==> src/rtl/inquire_snoop_unit.sv <==
module inquire_snoop_unit #(
  parameter int AW   = 32,
  parameter int OFFW = 5,
  parameter int SETS = 16,
  parameter int PF_N = 4,
  parameter int WB_N = 4
) (
  input  logic                      clk,
  input  logic                      rst_n,
  input  logic                      snp_valid,
  output logic                      snp_ready,
  input  logic [AW-OFFW-1:0]        snp_line,
  input  logic                      snp_inv,
  output logic                      snp_hit,
  output logic                      snp_hitm,
  output logic                      wb_req,
  input  logic                      wb_ack,
  output logic [AW-OFFW-1:0]        wb_line,
  input  logic                      fill_en,
  input  logic [1:0]                fill_sel,
  input  logic [$clog2(SETS)-1:0]   fill_slot,
  input  logic [AW-OFFW-1:0]        fill_line,
  input  logic [1:0]                fill_state,
  input  logic [1:0]                q_sel,
  input  logic [$clog2(SETS)-1:0]   q_idx,
  output logic [1:0]                q_state,
  output logic [AW-OFFW-1:0]        q_line
);
  localparam int LAW  = AW - OFFW;
  localparam int IDXW = $clog2(SETS);
  localparam int TAGW = LAW - IDXW;

  localparam logic [1:0] ST_I = 2'b00;
  localparam logic [1:0] ST_S = 2'b01;
  localparam logic [1:0] ST_M = 2'b11;

  logic [TAGW-1:0] ic_tag [SETS];
  logic [1:0]      ic_st  [SETS];
  logic [TAGW-1:0] dc_tag [SETS];
  logic [1:0]      dc_st  [SETS];
  logic [LAW-1:0]  pf_ln  [PF_N];
  logic [1:0]      pf_st  [PF_N];
  logic [LAW-1:0]  wb_ln  [WB_N];
  logic            wb_v   [WB_N];

  logic            stg_v, stg_inv, stg_ic, stg_dc, stg_dcm;
  logic [LAW-1:0]  stg_line;
  logic [PF_N-1:0] stg_pf, pf_m;
  logic [WB_N-1:0] stg_wb, wb_m;

  wire [IDXW-1:0] s_idx = snp_line[IDXW-1:0];
  wire [TAGW-1:0] s_tag = snp_line[LAW-1:IDXW];
  wire [IDXW-1:0] c_idx = stg_line[IDXW-1:0];

  wire ic_m  = (ic_st[s_idx] != ST_I) && (ic_tag[s_idx] == s_tag);
  wire dc_m  = (dc_st[s_idx] != ST_I) && (dc_tag[s_idx] == s_tag);
  wire dc_mm = dc_m && (dc_st[s_idx] == ST_M);

  for (genvar i = 0; i < PF_N; i++) begin : g_pf
    assign pf_m[i] = (pf_st[i] != ST_I) && (pf_ln[i] == snp_line);
  end
  for (genvar i = 0; i < WB_N; i++) begin : g_wb
    assign wb_m[i] = wb_v[i] && (wb_ln[i] == snp_line);
  end

  wire stg_mod = stg_dcm || (|stg_wb);
  wire accept  = snp_valid && !stg_v;
  wire commit  = stg_v && (!stg_mod || wb_ack);
  wire fill_ok = fill_en && !stg_v && !snp_valid;

  assign snp_ready = !stg_v;
  assign snp_hit   = stg_v && (stg_ic || stg_dc || (|stg_pf) || (|stg_wb));
  assign snp_hitm  = stg_v && stg_mod;
  assign wb_req    = stg_v && stg_mod;
  assign wb_line   = stg_line;

  always_ff @(posedge clk or negedge rst_n) begin
    if (!rst_n) begin
      stg_v <= 1'b0; stg_inv <= 1'b0; stg_line <= '0;
      stg_ic <= 1'b0; stg_dc <= 1'b0; stg_dcm <= 1'b0;
      stg_pf <= '0; stg_wb <= '0;
    end else if (accept) begin
      stg_v <= 1'b1; stg_inv <= snp_inv; stg_line <= snp_line;
      stg_ic <= ic_m; stg_dc <= dc_m; stg_dcm <= dc_mm;
      stg_pf <= pf_m; stg_wb <= wb_m;
    end else if (commit) begin
      stg_v <= 1'b0;
    end
  end

  always_ff @(posedge clk or negedge rst_n) begin
    if (!rst_n) begin
      for (int i = 0; i < SETS; i++) begin
        ic_tag[i] <= '0; ic_st[i] <= ST_I;
        dc_tag[i] <= '0; dc_st[i] <= ST_I;
      end
      for (int i = 0; i < PF_N; i++) begin pf_ln[i] <= '0; pf_st[i] <= ST_I; end
      for (int i = 0; i < WB_N; i++) begin wb_ln[i] <= '0; wb_v[i] <= 1'b0; end
    end else if (fill_ok) begin
      case (fill_sel)
        2'd0: begin
          ic_tag[fill_line[IDXW-1:0]] <= fill_line[LAW-1:IDXW];
          ic_st[fill_line[IDXW-1:0]]  <= fill_state;
        end
        2'd1: for (int i = 0; i < PF_N; i++)
                if (fill_slot == IDXW'(i)) begin pf_ln[i] <= fill_line; pf_st[i] <= fill_state; end
        2'd2: begin
          dc_tag[fill_line[IDXW-1:0]] <= fill_line[LAW-1:IDXW];
          dc_st[fill_line[IDXW-1:0]]  <= fill_state;
        end
        default: for (int i = 0; i < WB_N; i++)
                   if (fill_slot == IDXW'(i)) begin wb_ln[i] <= fill_line; wb_v[i] <= (fill_state != ST_I); end
      endcase
    end else if (commit) begin
      if (stg_ic && stg_inv) ic_st[c_idx] <= ST_I;
      if (stg_dc) dc_st[c_idx] <= stg_inv ? ST_I : ST_S;
      for (int i = 0; i < PF_N; i++) if (stg_pf[i] && stg_inv) pf_st[i] <= ST_I;
      for (int i = 0; i < WB_N; i++) if (stg_wb[i]) wb_v[i] <= 1'b0;
    end
  end

  always_comb begin
    q_state = ST_I;
    q_line  = '0;
    case (q_sel)
      2'd0: begin q_state = ic_st[q_idx]; q_line = {ic_tag[q_idx], q_idx}; end
      2'd1: for (int i = 0; i < PF_N; i++)
              if (q_idx == IDXW'(i)) begin q_state = pf_st[i]; q_line = pf_ln[i]; end
      2'd2: begin q_state = dc_st[q_idx]; q_line = {dc_tag[q_idx], q_idx}; end
      default: for (int i = 0; i < WB_N; i++)
                 if (q_idx == IDXW'(i)) begin q_state = wb_v[i] ? ST_M : ST_I; q_line = wb_ln[i]; end
    endcase
  end
endmodule


==> config.mk <==
export PLATFORM = sky130hd
export DESIGN_NAME = inquire_snoop_unit
export DESIGN_NICKNAME = d
export VERILOG_FILES = /design/src/rtl/inquire_snoop_unit.sv
export SDC_FILE = /design/constraint.sdc
export NUM_CORES = 2
export LEC_CHECK = 0
export ABC_AREA = 1
export CAP_MARGIN = 10
export CELL_PAD_IN_SITES_DETAIL_PLACEMENT = 1
export CELL_PAD_IN_SITES_GLOBAL_PLACEMENT = 2
export CORE_ASPECT_RATIO = 1.1
export CORE_MARGIN = 2
export CORE_UTILIZATION = 37
export DETAILED_ROUTE_END_ITERATION = 16
export PLACE_DENSITY = 0.91
export SYNTH_ARGS = -nofsm -noshare
export SYNTH_HDL_FRONTEND = slang
export SYNTH_SLANG_ARGS = --single-unit
==> constraint.sdc <==
create_clock -name clk -period 3 [get_ports clk]
set_input_delay 0.6 -clock clk [delete_from_list [all_inputs] [get_ports clk]]
set_output_delay 0.6 -clock clk [all_outputs]
set_load 0.005 [all_outputs]
# Yosys cells after proc, flatten, opt, wreduce, memory -nomap -nowiden
# Cells that the tools add are included.
[op_classes] div_mod_pow=0 shifts=0 n_addsub=0 eq_ne=29 bitwise_logic=7 n_lt_le_gt_ge=6 n_reduce_logical=78 multipliers=0 n_mux=90
[ops] op="bitwise mux 368 bit" count=2
[ops] op="binary-select mux 23 bit (select 4 bit)" count=4
[ops] op="two-way mux 32 bit" count=8
[ops] op="== test 27 bit" count=8
[ops] op="two-way mux 27 bit" count=8
[ops] op="two-way mux 23 bit" count=9
[ops] op="bitwise mux 32 bit" count=3
[ops] op="demux 23 bit (select 4 bit)" count=1
[ops] op="case mux 27 bit (3 select lines)" count=1
[ops] op="two-way mux 2 bit" count=30
[ops] op="== test 23 bit" count=2
[ops] op="nonzero test 2 bit" count=19
[ops] op="bitwise AND 32 bit" count=1
[ops] op="binary-select mux 2 bit (select 4 bit)" count=4
[ops] op="inverter 32 bit" count=1
[ops] op="AND reduction 4 bit" count=8
[ops] op="AND reduction 3 bit" count=10
[ops] op="logical AND 1 bit" count=24
[ops] op="two-way mux 8 bit" count=3
[ops] op=">= comparator 5 bit, second input constant" count=4
[ops] op="inverter 4 -> 5 bit" count=4
[ops] op="demux 2 bit (select 4 bit)" count=2
[ops] op="== test 4 x 2 -> 1 bit, second input constant" count=4
[ops] op="!= test 2 x 1 -> 1 bit, second input constant" count=7
[ops] op="other kinds (16)" count=43
[totals] rom_bits=0 ramBits=0 mem_count=0 word_cells=298 latch_bits=0 reg_bits=1068 in_bits=74 output_inout_bits=60

# Longest topological paths before layout
[logic_depth] ltp_word=10 mapped_depth=17 ltp_nobuf=14

# Least setup slack after synthesis
# No wires, ideal clock.
[synth_path] path_kind="input to output" from="in q_idx[1]" to="out q_line[18]" stages=10 t_arrival_ns=2.111 path_slack_ns=0.289 required_ns=2.400 path_cell_list="clkbuf_1 -> nor2_1 -> inv_1 -> nor2_1 -> buf_2 -> buf_2 -> nand2_1 -> o2111ai_1 -> o21ai_0 -> o2111ai_1"
[synth_between] elab_chain_cells=6
[synth_lines] element="from (decl)" line_no="25" source="input logic [$clog2(SETS)-1:0] q_idx,"
[synth_lines] element="parallel branches: the longest is 5 deep, another holds binary-select mux 23 bit (select 4 bit)"
[synth_lines] element="case mux 27 bit (3 select lines) *" line_no="125" source="case (q_sel)"
[synth_lines] element="to (decl)" line_no="27" source="output logic [AW-OFFW-1:0] q_line"
# Mark *: on every way between the ends. The select of a mux whose other input is x is not followed.

# Worst setup path after layout
[layout_path] from="in q_idx[1]" to="out q_line[16]"
# The elaborated chain is that of the path after synthesis.

==> flow_metrics.env <==
export IMPL_avgSynthCellArea_sq_um=7.49
export IMPL_cp_end_kind="output port"
export IMPL_p_leak_nw=32.7
export IMPL_cts_buffer_depth=3
export IMPL_dp_cells=9906
export IMPL_port_buffers=133
export IMPL_routedWlPerCell_um=28.9
export IMPL_layout_setup_ws_ps=-506
export IMPL_design_area_sq_um=73600
export IMPL_worstSetupPathType="primary input to output port"
export IMPL_worst_slew_pin_slew_ps=912
export IMPL_drc=0
export IMPL_slew_headroom_pct=39.1
export IMPL_ys_seq_area_share_pct=46.4
export IMPL_antenna_found_initial=15
export IMPL_finalCriticalPeriod_ps=3510
export IMPL_utilization_pct=47.7
export IMPL_rsz0062_at_grt="true"
export IMPL_row_count=151
export IMPL_synth_async_reset_ratio_pct=100
export IMPL_h_tree_depth=3
export IMPL_synth_edff_count=0
export IMPL_cts_made_buffers=116
export IMPL_hold_viol=0
export IMPL_fmax_mhz=285
export IMPL_whs_ps=372
export IMPL_cp_data_required_time_ps=2400
export IMPL_fin_tns_setup_ps=-10130
export IMPL_synthesis_area_sq_um=57600
export IMPL_fillers=18600
export IMPL_die_w_um=380
export IMPL_path_clk_slew_ps=60
export IMPL_finalCritPeriodShare_pct=117
export IMPL_hp_class="primary input to asynchronous set/reset pin"
export IMPL_cts_tree="yes"
export IMPL_pin_count=134
export IMPL_cp_arrival_ps=2910
export IMPL_violations="negative setup slack"
export IMPL_dieArea_sq_um=159000
export IMPL_overflow=0
export IMPL_synth_cell_types=41
export IMPL_outcome="finished, violations left"
export IMPL_ys_ff_latch=1068
export IMPL_die_h_um=418
export IMPL_dpl_instance_area_sq_um=66000
export IMPL_grt_pass1_wl_mm=432
export IMPL_p_per_area_nw_per_um2=530
export IMPL_synth_cells=7692
export IMPL_nets=8174
export IMPL_gp_congestion=0.989
export IMPL_setup_viol=29
export IMPL_grt_pass1_vias=63700
export IMPL_core_region_area_sq_um=154000
export IMPL_maxSlewViolCount=0
export IMPL_synth_nets=7766
export IMPL_grt_usage_pct=36.4
export IMPL_ys_warn_count=0
export IMPL_drt_vias_per_instance=6.10
export IMPL_cts_sinks=1068
export IMPL_max_cap_viol_count=0
export IMPL_grt_max_degree=96
export IMPL_drtAntennaViolNets=0
export IMPL_hpwl_mm=197
export IMPL_drt_iter0_drc=6947
export IMPL_routed_wirelength_mm=297
export IMPL_drt_pass1_iter_count=8
export IMPL_vias=62600
export IMPL_ir_worst_vdd_uv=501
export IMPL_clk_latency_ps=810
export IMPL_finClkSkew_ps=38.6
export IMPL_layout_drive_gt1_share_pct=16.2
export IMPL_syn2layout_area_growth_pct=27.7
export IMPL_start_util_pct=37.3
export IMPL_yosys_most_used_dff="dfrtp_1"
export IMPL_finalNonFillerCells=10300
export IMPL_worstPathMaxFanout=5
export IMPL_cp_start_kind="primary input"
export IMPL_clock_root_buffer="clkbuf_16"
[per-stage QoR]
stage                     power, W  worst slack [ps]
final                       0.0390              -506
after global routing        0.0402              -509
after CTS                   0.0387              -667
after detailed placement    0.0226             -2010
after global placement      0.0224             -2040
after floorplan             0.0193               289
[Yosys cell counts, drive strengths merged (104+ instances only)]
cell    instances  area (sq um)
o22ai         135           845
nor2          451          1700
dfrtp        1068         26700
a22oi         183          1370
o211ai        184          1380
inv           568          2130
nand2        2081          7840
a21oi         153           769
xnor2         104           911
buf           134           611
o21ai        1331          6660
nand3         527          2640
clkbuf        483          1810
[power by group]
| group | leakage (nW) | switching, W | internal, W |
|---|---|---|---|
| sequential | 14.5 | 0.000899 | 0.0154 |
| clock | 2.03 | 0.00668 | 0.00914 |
| combinational | 16.2 | 0.00437 | 0.00248 |
[cells by family after synthesis]
family,after synthesis,share of synthesized area (%)
AO/OA/AOI/OAI,2131,21.3
buffers and inverters,1188,7.92
XOR/XNOR,142,2.16
AND/OR/NAND/NOR,3163,22.3
flip-flops,1068,46.4
[cells in the final DEF (no fill, tap or decap), drive strengths merged, types with 92 or more instances in the layout]
master / netlist / routed
xnor2: 104 / 104
a22oi: 183 / 183
nand3: 527 / 527
o22ai: 135 / 135
nand2: 2081 / 2081
nor2: 451 / 451
o21ai: 1331 / 1331
clkbuf: 483 / 172
inv: 568 / 572
clkdlybuf4s50: 0 / 92
a21oi: 153 / 153
o211ai: 184 / 184
dfrtp: 1068 / 1068
buf: 134 / 800
[critical path: stages]
cell	delay [ps]
buf_12	110
buf_12	140
buf_6	110
nor2_4	70
buf_12	150
buf_8	130
buf_6	110
buf_6	110
nand2_2	50
o2111ai_2	90
o211ai_1	280
nand3_1	130
buf_6	160
a21oi_4	170
o211ai_1	240
buf_2	210
[timing repair]
action                                  CTS  global route
gates cloned                             11             6
buffers inserted                         89            64
endpoints found under the setup margin   32            29
hold endpoints to repair                 22             0
gates resized for setup                 460           184
pin swaps                                92           127
hold buffers                              1             0
[sequential cells by signal (all words and copies together), names as in the netlist]
signal / count
stg_v: 1
dc_st: 32
stg_wb: 4
ic_tag: 368
pf_ln: 108
stg_dc: 1
stg_inv: 1
ic_st: 32
wb_v: 4
dc_tag: 368
stg_pf: 4
stg_ic: 1
wb_ln: 108
wb_line: 27
pf_st: 8
stg_dcm: 1
[area by class of cell]
type	count	area, sq um	area share, %
Antenna cell	3	7.51	0.0102
Clock buffer	165	3380	4.59
Clock inverter	53	743	1.01
Inverter	571	2210	3.01
Multi-Input combinational cell	5436	27800	37.8
Sequential cell	1068	26700	36.3
Tap cell	2065	2580	3.51
Timing Repair Buffer	907	10100	13.8
[layer usage]
layer	up-vias	GRT usage [%]	routed length, um
li1	26600	-	-
met5	-	0	71
met3	1068	7.84	28700
met4	10	25.8	24200
met1	31400	45.1	112000
met2	3469	56.6	132000
[path summary, 6_finish.rpt]
kind	startpoint	end	slack, ps	cells past startpoint
max in group asynchronous	rst_n	pf_st[0]	1450	4
min reg2reg	ic_tag[19]	ic_tag[19]	480	2
min in group clk	snp_line[2]	wb_line[2]	400	4
max reg2reg	stg_wb[3]	ic_st[23]	440	11
max	q_idx[1]	q_line[16]	-510	16
min	rst_n	wb_line[0]	370	2
No activity file was read; power rests on OpenSTA's default activity.
